**config.mk**
```make
export PLATFORM = sky130hd
export DESIGN_NAME = vsync_divider
export DESIGN_NICKNAME = d
export VERILOG_FILES = /design/src/rtl/vdiv_pkg.sv /design/src/rtl/vdiv_window.sv /design/src/rtl/vdiv_conf.sv /design/src/rtl/vdiv_atf.sv /design/src/rtl/vsync_divider.sv
export SDC_FILE = /design/constraint.sdc
export NUM_CORES = 1
export LEC_CHECK = 0
export ABC_CLOCK_PERIOD_IN_PS = 8600
export BUFFER_PORTS_ARGS = -buffer_cell sky130_fd_sc_hd__buf_2
export CORE_MARGIN = 3
export CORE_UTILIZATION = 30
export DETAILED_ROUTE_END_ITERATION = 10
export GPL_ROUTABILITY_DRIVEN = 0
export PLACE_DENSITY_LB_ADDON = 0.08
export SYNTH_ARGS = -nofsm -noshare
export SYNTH_HDL_FRONTEND = slang
export SYNTH_SLANG_ARGS = --single-unit
```
**constraint.sdc**
```tcl
create_clock -name clk_i -period 8.6 [get_ports clk_i]
set_clock_uncertainty 0.2 [all_clocks]
set_input_delay 0.43 -clock clk_i [delete_from_list [all_inputs] [get_ports clk_i]]
set_output_delay 0.43 -clock clk_i [all_outputs]
set_load 0.02 [all_outputs]
```
**src/rtl/vdiv_pkg.sv**
```systemverilog
package vdiv_pkg;
  typedef struct packed {
    logic restart;
    logic hit;
    logic miss;
    logic rate_upd;
    logic set60;
  } vdiv_dec_t;
endpackage

```
**src/rtl/vdiv_window.sv**
```systemverilog
module vdiv_window
  import vdiv_pkg::*;
#(
  parameter int CNT_W      = 10,
  parameter int LARGE_LO   = 488,
  parameter int RATE_SPLIT = 576,
  parameter int LARGE_HI   = 628,
  parameter int N60_LO     = 522,
  parameter int N60_HI     = 528,
  parameter int N50_LO     = 622,
  parameter int N50_HI     = 628
) (
  input  logic [CNT_W-1:0] cnt_i,
  input  logic             edge_i,
  input  logic             narrow_i,
  input  logic             rate60_i,
  output vdiv_dec_t        dec_o
);
  localparam logic [CNT_W-1:0] LLO = CNT_W'(LARGE_LO);
  localparam logic [CNT_W-1:0] LHI = CNT_W'(LARGE_HI);
  localparam logic [CNT_W-1:0] LSP = CNT_W'(RATE_SPLIT);
  localparam logic [CNT_W-1:0] A_LO = CNT_W'(N60_LO);
  localparam logic [CNT_W-1:0] A_HI = CNT_W'(N60_HI);
  localparam logic [CNT_W-1:0] B_LO = CNT_W'(N50_LO);
  localparam logic [CNT_W-1:0] B_HI = CNT_W'(N50_HI);

  logic [CNT_W-1:0] nlo, nhi;
  logic in_large, in_narrow;

  assign nlo       = rate60_i ? A_LO : B_LO;
  assign nhi       = rate60_i ? A_HI : B_HI;
  assign in_large  = (cnt_i >= LLO) && (cnt_i <= LHI);
  assign in_narrow = (cnt_i >= nlo) && (cnt_i <= nhi);

  always_comb begin
    dec_o = '0;
    if (!narrow_i) begin
      if (edge_i && in_large) begin
        dec_o.restart  = 1'b1;
        dec_o.hit      = 1'b1;
        dec_o.rate_upd = 1'b1;
        dec_o.set60    = cnt_i < LSP;
      end else if (edge_i) begin
        dec_o.miss = 1'b1;
      end else if (cnt_i == LHI) begin
        dec_o.restart = 1'b1;
        dec_o.miss    = 1'b1;
      end
    end else begin
      if (edge_i && in_narrow) begin
        dec_o.restart = 1'b1;
        dec_o.hit     = 1'b1;
      end else begin
        if (edge_i) dec_o.miss = 1'b1;
        if (cnt_i == nhi) begin
          dec_o.restart = 1'b1;
          dec_o.miss    = 1'b1;
        end
      end
    end
  end
endmodule

```
**src/rtl/vdiv_conf.sv**
```systemverilog
module vdiv_conf #(
  parameter int CONF_W = 4,
  parameter int ENTER  = 15,
  parameter int EXIT   = 10
) (
  input  logic clk_i,
  input  logic rst_ni,
  input  logic tick_i,
  input  logic hit_i,
  input  logic miss_i,
  output logic narrow_o
);
  localparam logic [CONF_W-1:0] CMAX = {CONF_W{1'b1}};
  localparam logic [CONF_W-1:0] CENT = CONF_W'(ENTER);
  localparam logic [CONF_W-1:0] CEXT = CONF_W'(EXIT);

  logic [CONF_W-1:0] conf_q, conf_d;
  logic narrow_d;

  always_comb begin
    conf_d = conf_q;
    if (hit_i && conf_q != CMAX)           conf_d = conf_q + 1'b1;
    else if (miss_i && conf_q != '0)       conf_d = conf_q - 1'b1;
    narrow_d = narrow_o;
    if (conf_d >= CENT)                    narrow_d = 1'b1;
    else if (conf_d < CEXT)                narrow_d = 1'b0;
  end

  always_ff @(posedge clk_i or negedge rst_ni) begin
    if (!rst_ni) begin
      conf_q   <= '0;
      narrow_o <= 1'b0;
    end else if (tick_i) begin
      conf_q   <= conf_d;
      narrow_o <= narrow_d;
    end
  end


  conf_no_wrap_chk: assert property (@(posedge clk_i) disable iff (!rst_ni)
    (conf_q == CMAX) |=> (conf_q >= CMAX - 1'b1));

  narrow_floor_chk: assert property (@(posedge clk_i) disable iff (!rst_ni)
    narrow_o |-> (conf_q >= CEXT));

  narrow_entry_chk: assert property (@(posedge clk_i) disable iff (!rst_ni)
    $rose(narrow_o) |-> (conf_q >= CENT));
endmodule

```
**src/rtl/vdiv_atf.sv**
```systemverilog
module vdiv_atf #(
  parameter int CNT_W     = 10,
  parameter int ATF_END50 = 10,
  parameter int ATF_END60 = 12
) (
  input  logic             clk_i,
  input  logic             rst_ni,
  input  logic             tick_i,
  input  logic             restart_i,
  input  logic             narrow_i,
  input  logic             eq_i,
  input  logic             rate60_i,
  input  logic [CNT_W-1:0] cnt_next_i,
  output logic             atf_o
);
  localparam logic [CNT_W-1:0] E50 = CNT_W'(ATF_END50);
  localparam logic [CNT_W-1:0] E60 = CNT_W'(ATF_END60);

  logic [CNT_W-1:0] end_cnt;
  assign end_cnt = rate60_i ? E60 : E50;

  always_ff @(posedge clk_i or negedge rst_ni) begin
    if (!rst_ni)                          atf_o <= 1'b0;
    else if (tick_i) begin
      if (!narrow_i && restart_i)         atf_o <= 1'b1;
      else if (narrow_i && eq_i)          atf_o <= 1'b1;
      else if (cnt_next_i == end_cnt)     atf_o <= 1'b0;
    end
  end
endmodule

```
**src/rtl/vsync_divider.sv**
```systemverilog
module vsync_divider
  import vdiv_pkg::*;
#(
  parameter int CNT_W      = 10,
  parameter int LARGE_LO   = 488,
  parameter int RATE_SPLIT = 576,
  parameter int LARGE_HI   = 628,
  parameter int N60_LO     = 522,
  parameter int N60_HI     = 528,
  parameter int N50_LO     = 622,
  parameter int N50_HI     = 628,
  parameter int CONF_W     = 4,
  parameter int ENTER      = 15,
  parameter int EXIT       = 10,
  parameter int ATF_END50  = 10,
  parameter int ATF_END60  = 12
) (
  input  logic clk_i,
  input  logic rst_ni,
  input  logic hl_en_i,
  input  logic vsync_i,
  input  logic eq_start_i,
  output logic vreset_o,
  output logic rate60_o,
  output logic narrow_o,
  output logic atf_o
);
  localparam logic [CNT_W-1:0] LHI  = CNT_W'(LARGE_HI);
  localparam logic [CNT_W-1:0] A_HI = CNT_W'(N60_HI);
  localparam logic [CNT_W-1:0] B_HI = CNT_W'(N50_HI);
  localparam logic [CNT_W-1:0] E50  = CNT_W'(ATF_END50);
  localparam logic [CNT_W-1:0] E60  = CNT_W'(ATF_END60);

  logic [CNT_W-1:0] cnt_q, cnt_d;
  logic vs_prev_q, sync_edge, restart;
  vdiv_dec_t dec;

  assign sync_edge = hl_en_i & vsync_i & ~vs_prev_q;
  assign restart   = hl_en_i & dec.restart;
  assign cnt_d     = dec.restart ? '0 : cnt_q + 1'b1;

  vdiv_window #(
    .CNT_W(CNT_W), .LARGE_LO(LARGE_LO), .RATE_SPLIT(RATE_SPLIT), .LARGE_HI(LARGE_HI),
    .N60_LO(N60_LO), .N60_HI(N60_HI), .N50_LO(N50_LO), .N50_HI(N50_HI)
  ) u_win (
    .cnt_i(cnt_q), .edge_i(sync_edge), .narrow_i(narrow_o), .rate60_i(rate60_o), .dec_o(dec)
  );

  vdiv_conf #(.CONF_W(CONF_W), .ENTER(ENTER), .EXIT(EXIT)) u_conf (
    .clk_i(clk_i), .rst_ni(rst_ni), .tick_i(hl_en_i),
    .hit_i(dec.hit), .miss_i(dec.miss), .narrow_o(narrow_o)
  );

  vdiv_atf #(.CNT_W(CNT_W), .ATF_END50(ATF_END50), .ATF_END60(ATF_END60)) u_atf (
    .clk_i(clk_i), .rst_ni(rst_ni), .tick_i(hl_en_i), .restart_i(dec.restart),
    .narrow_i(narrow_o), .eq_i(eq_start_i), .rate60_i(rate60_o),
    .cnt_next_i(cnt_d), .atf_o(atf_o)
  );

  always_ff @(posedge clk_i or negedge rst_ni) begin
    if (!rst_ni) begin
      cnt_q     <= '0;
      vs_prev_q <= 1'b0;
      rate60_o  <= 1'b0;
      vreset_o  <= 1'b0;
    end else begin
      vreset_o <= restart;
      if (hl_en_i) begin
        cnt_q     <= cnt_d;
        vs_prev_q <= vsync_i;
        if (dec.rate_upd) rate60_o <= dec.set60;
      end
    end
  end


  cnt_bound_chk: assert property (@(posedge clk_i) disable iff (!rst_ni)
    cnt_q <= LHI);

  reset_zero_chk: assert property (@(posedge clk_i) disable iff (!rst_ni)
    vreset_o |-> (cnt_q == '0));

  narrow60_bound_chk: assert property (@(posedge clk_i) disable iff (!rst_ni)
    (narrow_o && rate60_o) |-> (cnt_q <= A_HI));

  narrow50_bound_chk: assert property (@(posedge clk_i) disable iff (!rst_ni)
    (narrow_o && !rate60_o) |-> (cnt_q <= B_HI));

  atf_wide_start_chk: assert property (@(posedge clk_i) disable iff (!rst_ni)
    ($rose(atf_o) && !$past(narrow_o)) |-> (cnt_q == '0));

  atf_end_chk: assert property (@(posedge clk_i) disable iff (!rst_ni)
    $fell(atf_o) |-> (cnt_q == (rate60_o ? E60 : E50)));

  rate_hold_chk: assert property (@(posedge clk_i) disable iff (!rst_ni)
    (rate60_o != $past(rate60_o)) |-> vreset_o);
endmodule

```
==> summary.txt <==
Setup path
  • Crit path from: cnt_q[2]$_DFFE_PN0P_
  • Reg2reg start: cnt_q[2]$_DFFE_PN0P_
  • Crit Path Max Fanout: 8
  • R2R depth: 10
  • Crit end category: flip-flop
  • Critical path type: reg2reg
  • Worst EP arrival: roughly 3500 ps
  • CP Launch Type: flip-flop
  • CP required: ~8600 ps

Clock tree
  • CTS clock-pin slew for the worst setup and hold paths: 80 ps
  • Num CTS Buffers: 3
  • Clock Path Buffers: 2
  • Clk Latency, worst-skew pair: 260 ps
  • Clock Sinks: 19
  • Root buf cell: clkbuf_8
  • Post-CTS Setup Bufs: 0
  • H-tree depth: 1
  • CTS tree: built

Logic synthesis
  • Synth top area cells: dfrtp_1 34%, ha_1 7.1%, o21ai_0 6.4%
  • Synth top area share: 33.72%
  • Syn nets: 181
  • YS warnings: 0
  • EDFF count, synth: 0
  • Async SR Flop Fraction: 100.0%
  • #FFs+latches synth: 19
  • Library cells used by synthesis: 42
  • Mapped Cells: around 170
  • Mapped Area: 1410 um2
  • Post-synth top area cell: dfrtp_1
  • Mapped Avg Cell Area: 8.393 um2
  • Seq/Total Area, Yosys: 33.72%
  • Top FF cell, synth: dfrtp_1

GRT
  • First-pass GRT wire length: about 5800 um
  • Initial antenna violation count: 0
  • Pin count of the biggest net entering global routing: 22
  • Total global-route track usage: a little over an eighth
  • Remaining Overflow, GRT: 0
  • Vias in the first global route: 1157

STA
  • Hold Vio Cnt, Final: 0
  • Max Transition Viols Final: 0
  • Worst slew pin tran: 547.0 ps
  • Tmin final: 3461 ps
  • Final worst path period share: 40.24%
  • Rel. slew slack: 63.02%
  • Max Fclk: 288.9 MHz
  • Setup violations, final: 0
  • TNS Setup: 0 ps
  • RSZ-0062 raised after global routing: no

Route
  • Drt initial violations: 78
  • Number of remaining DRC errors: 0
  • Final WL: 3393 um
  • Routed vias/inst: 5.476
  • Routed WL per cell: 15.08 um
  • Routed Antenna Nets: 0
  • Pre-antenna DRT Iters: 4
  • DR vias: 1232

Worst hold path
  • Hold path cells: 3
  • Hold_sp: vsync_i
  • Worst Hold Class: in2reg

Pwr
  • Sequential Power Share: 42.2%
  • Switching portion of total power: 44.12%
  • Combinational power share: 41.4%
  • Power Density: approximately 270 nW/um2
  • Sw Pwr: between 150 and 200 uW
  • VDD IR-drop max: approximately 0.11 mV
  • Leak: 0.0006436 uW
  • P_int: around 230 uW
  • Clock share of power: 16.4%

Place
  • Port Buf Inserts: 8
  • DP Area: 1480 um2
  • DP HPWL: ~2500 um

Finish
  • Area growth syn-to-layout: 8.962%
  • Multi-input logic area: 862.1 um2
  • # fillers: 472
  • Register area: 475.5 um2
  • Share of layout cells above drive strength 1: 12.72%
  • Most frequent cells in the layout: 20 x nand2_1, 19 x dfrtp_1, 18 x o21ai_0
  • Commonest non-fill, non-tap cell in the layout: nand2_1
  • Final Cell Area: 1536 um2
  • Diodes inserted: 0
  • Final net count: 187

Status
  • Status: completed

Die
  • Die width: 74.56 um
  • DIE AREA: 5559 um2
  • FP Rows: 24
  • Starting Density: between 30% and 40%
  • Placeable Area: 4444 um2
  • Chip height: about 75 um
  • # IOs: 9

Flow run
  • Max-cap violations: 0
## cell families after synthesis
| family | synth area share [%] |
|---|---|
| adders and majority gates | 7.099 |
| DFF | 33.72 |
| muxes | 1.508 |
| xor gates and xnor gates | 3.727 |
| buffers and inverters | 5.146 |
| and+or+nand+nor | 26.89 |
| AOI/OAI and AO/OA | 21.92 |
## final cells by class
type | instances | share of cell area [%]
Tap cell | 52 | 4.235
Clock buffer | 3 | 2.687
Timing Repair Buffer | 9 | 3.257
Multi-Input combinational cell | 131 | 56.11
Sequential cell | 19 | 30.94
Clock inverter | 1 | 0.3257
Inverter | 10 | 2.443
## state kept, by name (all words and copies together) (netlist names)
register	flops
u_conf.narrow_o	1
cnt_q	10
vreset_o	1
rate60_o	1
u_conf.conf_q	4
u_atf.atf_o	1
vs_prev_q	1
## power groups by stage
stage          Sequential, uW  Combinational, uW  Clock, uW
2_1_floorplan             151                147          0
3_3_place_gp              174                167          0
3_5_place_dp              173                169          0
4_1_cts                   172                170       69.7
5_1_grt                   179                194       73.7
6_report                  173                170       67.0
## per-stage QoR
stage / utilization [%] / setup slack (ps) / total power, uW / std cells / hold slack [ps]
finish: 34.57 / 5139 / 409.3 / 225 / 205.3
global route: 34.57 / 4863 / 446.2 / 225 / 233.7
CTS: 34.57 / 5125 / 411.9 / 225 / 206.2
detailed placement: 33.31 / 5154 / 341.7 / 220 / 211.2
global placement: 33.31 / 5099 / 341.2 / 220 / 203.0
floorplan: - / 5415 / 298.0 / 168 / -65.59
## metal layers
metal  track usage, %  up-vias  part of all wire [%]
met5                0        -                     0
met4            2.964        0                  0.53
met3            3.243        2                   3.5
met2            20.68       23                    43
met1            19.65      591                    53
li1                 -      616                     -
## cell usage after synthesis, drive strengths merged, types with 4 or more instances
cell,n
a21oi,5
and3,4
buf,4
clkbuf,4
dfrtp,19
ha,8
inv,10
nand2,20
nand3,7
nor2,11
nor2b,5
o21ai,18
o31ai,4
or2,4
or3,5
xnor2,5
## path summary, 6_finish.rpt
path	endpoint	slack (ps)
setup / recovery	u_conf.narrow_o$_DFFE_PN0P_	5140
hold / removal	vs_prev_q$_DFFE_PN0P_	210
setup reg to reg	u_conf.narrow_o$_DFFE_PN0P_	5140
hold reg to reg	u_atf.atf_o$_DFFE_PN0P_	310
max in group asynchronous	u_conf.conf_q[3]$_DFFE_PN0P_	7460
min in group asynchronous	cnt_q[0]$_DFFE_PN0P_	440
## critical path: stages, from the launching register on
cell      delay (ps)
dfrtp_1          520
inv_1            110
ha_1             310
nand3b_1          90
nor4_1           290
or3_1            190
nor4b_1          470
mux2_1           370
and3_4           190
or4_4            500
o221ai_2         130
## what timing repair did
action | 4_1_cts | 5_1_grt
resized for setup | 0 | 0
endpoints found under the hold margin | 19 | 0
hold buffers | 1 | 0
(Power assumes the default switching activity.)
